$ cat src/rtl/mac_cmd_pkg.sv
package mac_cmd_pkg;

    typedef enum logic [2:0] {
        OP_CLR  = 3'd0,
        OP_MAC  = 3'd1,
        OP_RD48 = 3'd2,
        OP_WR32 = 3'd3,
        OP_WR48 = 3'd4,
        OP_RD32 = 3'd5,
        OP_BAD  = 3'd6
    } mac_op_e;

    localparam logic [15:0] CODE_CLR  = 16'h4F00;
    localparam logic [15:0] CODE_MAC  = 16'h4F02;
    localparam logic [15:0] CODE_RD48 = 16'h4F04;
    localparam logic [15:0] CODE_WR32 = 16'h4F05;
    localparam logic [15:0] CODE_WR48 = 16'h4F07;
    localparam logic [15:0] CODE_RD32 = 16'h4F08;

endpackage

$ cat src/rtl/mac_cmd_decode.sv
module mac_cmd_decode
    import mac_cmd_pkg::*;
#(
    parameter int CNTW     = 4,
    parameter int CYC_CLR  = 4,
    parameter int CYC_MAC  = 8,
    parameter int CYC_RD48 = 11,
    parameter int CYC_RD32 = 7,
    parameter int CYC_WR   = 9,
    parameter int CYC_BAD  = 4
) (
    input  logic [15:0]     cmd_i,
    output mac_op_e         op_o,
    output logic [CNTW-1:0] cyc_o
);

    always_comb begin
        unique case (cmd_i)
            CODE_CLR:  begin op_o = OP_CLR;  cyc_o = CNTW'(CYC_CLR);  end
            CODE_MAC:  begin op_o = OP_MAC;  cyc_o = CNTW'(CYC_MAC);  end
            CODE_RD48: begin op_o = OP_RD48; cyc_o = CNTW'(CYC_RD48); end
            CODE_WR32: begin op_o = OP_WR32; cyc_o = CNTW'(CYC_WR);   end
            CODE_WR48: begin op_o = OP_WR48; cyc_o = CNTW'(CYC_WR);   end
            CODE_RD32: begin op_o = OP_RD32; cyc_o = CNTW'(CYC_RD32); end
            default:   begin op_o = OP_BAD;  cyc_o = CNTW'(CYC_BAD);  end
        endcase
    end

endmodule

$ cat src/rtl/mac_cmd_mul.sv
module mac_cmd_mul #(
    parameter int OPW  = 24,
    parameter int ACCW = 48
) (
    input  logic [OPW-1:0]  a_i,
    input  logic [OPW-1:0]  b_i,
    output logic [ACCW-1:0] prod_o
);

    localparam int PW = 2 * OPW;

    logic signed [PW-1:0] full_prod;

    assign full_prod = PW'($signed(a_i)) * PW'($signed(b_i));

    generate
        if (ACCW > PW) begin : g_ext
            assign prod_o = {{(ACCW-PW){full_prod[PW-1]}}, full_prod};
        end else if (ACCW == PW) begin : g_same
            assign prod_o = full_prod;
        end else begin : g_trunc
            assign prod_o = full_prod[ACCW-1:0];
        end
    endgenerate

endmodule

$ cat src/rtl/mac_cmd_unit.sv
module mac_cmd_unit
    import mac_cmd_pkg::*;
#(
    parameter int OPW      = 24,
    parameter int ACCW     = 48,
    parameter int SHORTW   = 32,
    parameter int CNTW     = 4,
    parameter int CYC_CLR  = 4,
    parameter int CYC_MAC  = 8,
    parameter int CYC_RD48 = 11,
    parameter int CYC_RD32 = 7,
    parameter int CYC_WR   = 9,
    parameter int CYC_BAD  = 4
) (
    input  logic            clk,
    input  logic            rst_n,
    input  logic            start_i,
    input  logic [15:0]     cmd_i,
    input  logic [OPW-1:0]  opa_i,
    input  logic [OPW-1:0]  opb_i,
    input  logic [ACCW-1:0] load_i,
    output logic [ACCW-1:0] result_o,
    output logic            busy_o,
    output logic            done_o,
    output logic            illegal_o
);

    localparam int EXTW = ACCW - SHORTW;

    typedef struct packed {
        logic            busy;
        logic [CNTW-1:0] cnt;
        mac_op_e         op;
        logic [OPW-1:0]  a;
        logic [OPW-1:0]  b;
        logic [ACCW-1:0] ld;
        logic [ACCW-1:0] acc;
        logic [ACCW-1:0] res;
        logic            illegal;
    } state_t;

    state_t          st_d, st_q;
    mac_op_e         dec_op;
    logic [CNTW-1:0] dec_cyc;
    logic [ACCW-1:0] prod;
    logic [ACCW-1:0] ld_short;

    mac_cmd_decode #(
        .CNTW    (CNTW),
        .CYC_CLR (CYC_CLR),
        .CYC_MAC (CYC_MAC),
        .CYC_RD48(CYC_RD48),
        .CYC_RD32(CYC_RD32),
        .CYC_WR  (CYC_WR),
        .CYC_BAD (CYC_BAD)
    ) u_decode (
        .cmd_i (cmd_i),
        .op_o  (dec_op),
        .cyc_o (dec_cyc)
    );

    mac_cmd_mul #(
        .OPW (OPW),
        .ACCW(ACCW)
    ) u_mul (
        .a_i   (st_q.a),
        .b_i   (st_q.b),
        .prod_o(prod)
    );

    // sign-extended short load value
    assign ld_short = {{EXTW{st_q.ld[SHORTW-1]}}, st_q.ld[SHORTW-1:0]};

    always_comb begin
        st_d         = st_q;
        st_d.illegal = 1'b0;
        if (!st_q.busy) begin
            if (start_i) begin
                st_d.busy = 1'b1;
                st_d.cnt  = dec_cyc - CNTW'(1);
                st_d.op   = dec_op;
                st_d.a    = opa_i;
                st_d.b    = opb_i;
                st_d.ld   = load_i;
            end
        end else begin
            if (st_q.cnt == '0) begin
                st_d.busy = 1'b0;
            end else begin
                st_d.cnt = st_q.cnt - CNTW'(1);
            end
            // effects land on the edge that enters the final cycle
            if (st_q.cnt == CNTW'(1)) begin
                unique case (st_q.op)
                    OP_CLR:  st_d.acc = '0;
                    OP_MAC:  st_d.acc = st_q.acc + prod;
                    OP_WR32: st_d.acc = ld_short;
                    OP_WR48: st_d.acc = st_q.ld;
                    OP_RD48: st_d.res = st_q.acc;
                    OP_RD32: st_d.res = {{EXTW{1'b0}}, st_q.acc[SHORTW-1:0]};
                    default: st_d.illegal = 1'b1;
                endcase
            end
        end
    end

    always_ff @(posedge clk) begin
        if (!rst_n) begin
            st_q <= '{busy: 1'b0, cnt: '0, op: OP_CLR, a: '0, b: '0,
                      ld: '0, acc: '0, res: '0, illegal: 1'b0};
        end else begin
            st_q <= st_d;
        end
    end

    assign busy_o    = st_q.busy;
    assign done_o    = st_q.busy && (st_q.cnt == '0);
    assign illegal_o = st_q.illegal;
    assign result_o  = st_q.res;

endmodule

$ cat config.mk
export PLATFORM = sky130hd
export DESIGN_NAME = mac_cmd_unit
export DESIGN_NICKNAME = d
export VERILOG_FILES = /design/src/rtl/mac_cmd_pkg.sv /design/src/rtl/mac_cmd_decode.sv /design/src/rtl/mac_cmd_mul.sv /design/src/rtl/mac_cmd_unit.sv
export SDC_FILE = /design/constraint.sdc
export NUM_CORES = 2
export LEC_CHECK = 0
export BUFFER_PORTS_ARGS = -buffer_cell sky130_fd_sc_hd__buf_2
export CORE_AREA = 2 2 301 303
export CTS_BUF_LIST = sky130_fd_sc_hd__clkbuf_8
export DETAILED_ROUTE_END_ITERATION = 8
export DIE_AREA = 0 0 303 305
export SYNTH_ARGS = -nofsm -noshare
export SYNTH_HDL_FRONTEND = slang
export SYNTH_SLANG_ARGS = --single-unit
$ cat constraint.sdc
create_clock -name clk -period 7.95 [get_ports clk]
set_clock_uncertainty 0.15 [all_clocks]
set_input_delay 1.59 -clock clk [delete_from_list [all_inputs] [get_ports clk]]
set_output_delay 1.59 -clock clk [all_outputs]
set_load 0.01 [all_outputs]
==> impl_results.md <==
* Status: finished with violations
* Violated checks: design-rule violations
* Power Total at 4.074 mW
* Rel. slew slack at roughly 14%
* 1st-iter DRT viols at 1398
* Mapped Cells at ~3600
* Util after Layout at 37.74%
* Largest net degree at the start of global routing at between 70 and 80
* Setup bufs post-CTS at 0
* Crit end category: register
* Yosys warns at 0
* Count of cell types in the netlist at around 70
* Pwr Density at 120.9 mW/mm^2
* Most frequent cell after synthesis: inv_1
* Top-level port count at 166
* Gates resized, CTS repair at 0
* RePlAce Congestion at 0.8818
* Area growth, synth to finish at 9.028%
* Initial Util at 34.62%
* Hold Fails Final Rpt at 0
* Peak VDD IR at 113.3 uV
* Core Box Area at around 0.089 sq mm
* Period utilization at a little over nine tenths
* Total GRT Usage at 18.94%
* M2 GR Usage at between 20% and 30%
* First-pass GRT wire length at between 100000 and 150000 microns
* Leading area contributor after synthesis: fa_1
* Primary FF master, synth: dfxtp_1
* Fmax at about 0.13 GHz
* Clk slew on worst S/H paths at approximately 0.07 ns
* GR Layer Usage met3 at between 3 and 4%
* Syn Area/Cell at 8.695 sq um
* Skew-Pair Late Insertion Delay at around 0.64 ns
* Via count of the first global-routing pass at 24641
* Multi-input combinational cell area at 0.02321 sq mm
* Die W at roughly 300 microns
* Gr ovfl total at 0
* CTS tree: done
* Final net count at ~4500
* Hold-fix buffer count after cts at 0
* IO buf count at 165
* Reg area at 0.004024 sq mm
* TritonRoute pass-1 iters at 7
* DP Wirelength at 70490 microns
* RSZ-0062 raised after global routing: false
* Final setup viols at 0
* Crit path time final at 7.527 ns
* Critical Path Start Type: register
* Most frequent cells after synthesis: 699 x inv_1, 670 x nand2_1, 651 x fa_1
* CTS Root Buffer Type: clkbuf_8
* Clock sink total at 201
* Syn Std Cell Area at about 0.031 sq mm
* P_leak at between 15 and 20 nW
* EDFF count, synth at 0
* CP Class: reg -> reg
* Syn Nets at ~4500
* Setup_tns at 0 ns
* Via count at approximately 23000
* Vias/cell at 4.791
* #FFs+latches synth at 201
* Max Root-Sink Buffers at 3
* Worst min-delay path category: reg -> reg
* Met1 Use GR at 26.71%
* GR peak layer: met2
* Fillers at slightly above 9000
* Post-route DRC violation count at 8
* WL final at 83970 microns
* Top-area cell type share of the netlist area at 42.15%
* Crit path DAT at ~8 ns
* Dpl cells at 4752
* Cts bufs inserted at 38
* Share of flip-flops with an asynchronous set or reset at 0%
* Register area share after synthesis at 13.01%
* Final cell count without fillers at 4826
* Maxcap violations at 0
* Critical Path RT at approximately 8.3 ns
* Slew of the pin with the lowest slew margin at between 1 and 1.5 ns
* Largest cells by area after synthesis: fa_1 42%, dfxtp_1 13%, inv_1 8.5%
* Height of the die at just over 300 microns
* Die area at 0.09242 sq mm
* WL per Instance at 17.40 microns
* Row cnt at 110
* Routed Antenna Nets at 0
* Final Max Tran Viols at 0
* H-Tree Depth at 2
* Crit Path Max Fanout at 17
* Layout cells sized above 1 at 9.163%
* Initial antenna violation count at 2
[placed cells by master, fill, tap and decap left out, types with 4 or more instances in the layout]
cell        instances
ha_1              163
nor4_1              5
buf_4              93
diode_2             5
o21ai_0            60
and3_1             11
o21ai_1             4
o22ai_1             7
nor2b_1             5
inv_1             709
nor3_1             23
o211ai_1           10
a211oi_1            7
and2_1            216
nor2_1            102
a21o_1             24
fa_1              651
xor2_1             11
nand2_1           668
a221oi_1           25
a21oi_1           221
o21a_1             12
clkbuf_8           47
nand2b_1           11
a22oi_1             4
clkinvlp_4          4
o21bai_1            7
xnor2_1            40
buf_2             165
nand3_1            41
dfxtp_1           201
nand4_1            10
a311oi_1            4
a31oi_1            10
[sequential cells by signal, summed over array words and instances, names as in the netlist]
| name | count |
|---|---|
| result_o | 48 |
| illegal_o | 1 |
| busy_o | 1 |
| st_q | 119 |
| ld_short | 32 |
[worst max-delay path: stages, from the launching register on]
cell,delay [ns]
dfxtp_1,0.77
nand2_1,0.17
fa_1,0.54
fa_1,0.55
inv_1,0.05
fa_1,0.51
inv_1,0.06
fa_1,0.54
inv_1,0.07
fa_1,0.39
fa_1,0.57
inv_1,0.06
fa_1,0.48
inv_1,0.04
ha_1,0.42
and4_1,0.31
nand4_1,0.16
a311oi_1,0.32
nor4_1,0.11
buf_4,0.17
or2_1,0.29
o32a_1,0.38
a221oi_2,0.22
o21ai_1,0.08
[through the flow]
step / area [sq um] / hold slack [ns] / setup slack, ns
detailed placement: 32860 / 0.2909 / 0.4641
global route: 33700 / 0.3192 / 0.02404
floorplan: 30920 / 0.2819 / 1.095
global placement: 32860 / 0.2885 / 0.4794
CTS: 33700 / 0.3000 / 0.3999
finish: 33710 / 0.2993 / 0.4230
[routing by layer]
metal	vias to the layer above	share of wire (%)
met2	570	45
met4	2	3.3
met1	11601	46
met5	-	0.018
met3	126	5.3
li1	10823	-
[worst paths after layout]
path	startpoint	end	slack, ns	depth (start not counted)
setup / recovery	st_q[154]	st_q[85]	0.42	23
setup reg to reg	st_q[154]	st_q[85]	0.42	23
hold / removal	result_o[42]	result_o[42]	0.30	2
hold reg to reg	result_o[42]	result_o[42]	0.30	2
[layout make-up]
| class | count | area share (%) |
|---|---|---|
| multi-input cells | 2417 | 68.85 |
| flip-flops and latches | 201 | 11.94 |
| inverters | 700 | 7.809 |
| repair buffers | 258 | 4.521 |
| well taps | 1176 | 4.365 |
| clock buffers | 47 | 1.919 |
| clock inverters | 22 | 0.5604 |
| diodes | 5 | 0.03712 |
[logic make-up (layout without fill, tap and decap cells)]
family / Yosys count / in the layout / synth area share [%]
compound gates: 431 / 431 / 8.486
xor+xnor: 51 / 51 / 1.445
fa+ha+maj: 814 / 814 / 48.75
buf+inv: 938 / 1027 / 12.00
flops: 201 / 201 / 13.01
mux: 1 / 1 / 0.03237
other cells: 0 / 5 / 0
simple gates: 1120 / 1120 / 16.28
[power by group]
| part | total, mW | internal, mW | leakage [nW] | switching (mW) |
|---|---|---|---|---|
| combinational | 1.78 | 0.695 | 14.7 | 1.09 |
| clock | 1.16 | 0.637 | 0.456 | 0.520 |
| sequential | 1.13 | 1.05 | 1.64 | 0.0851 |
Note: power is estimated with default switching activity, not from simulation.
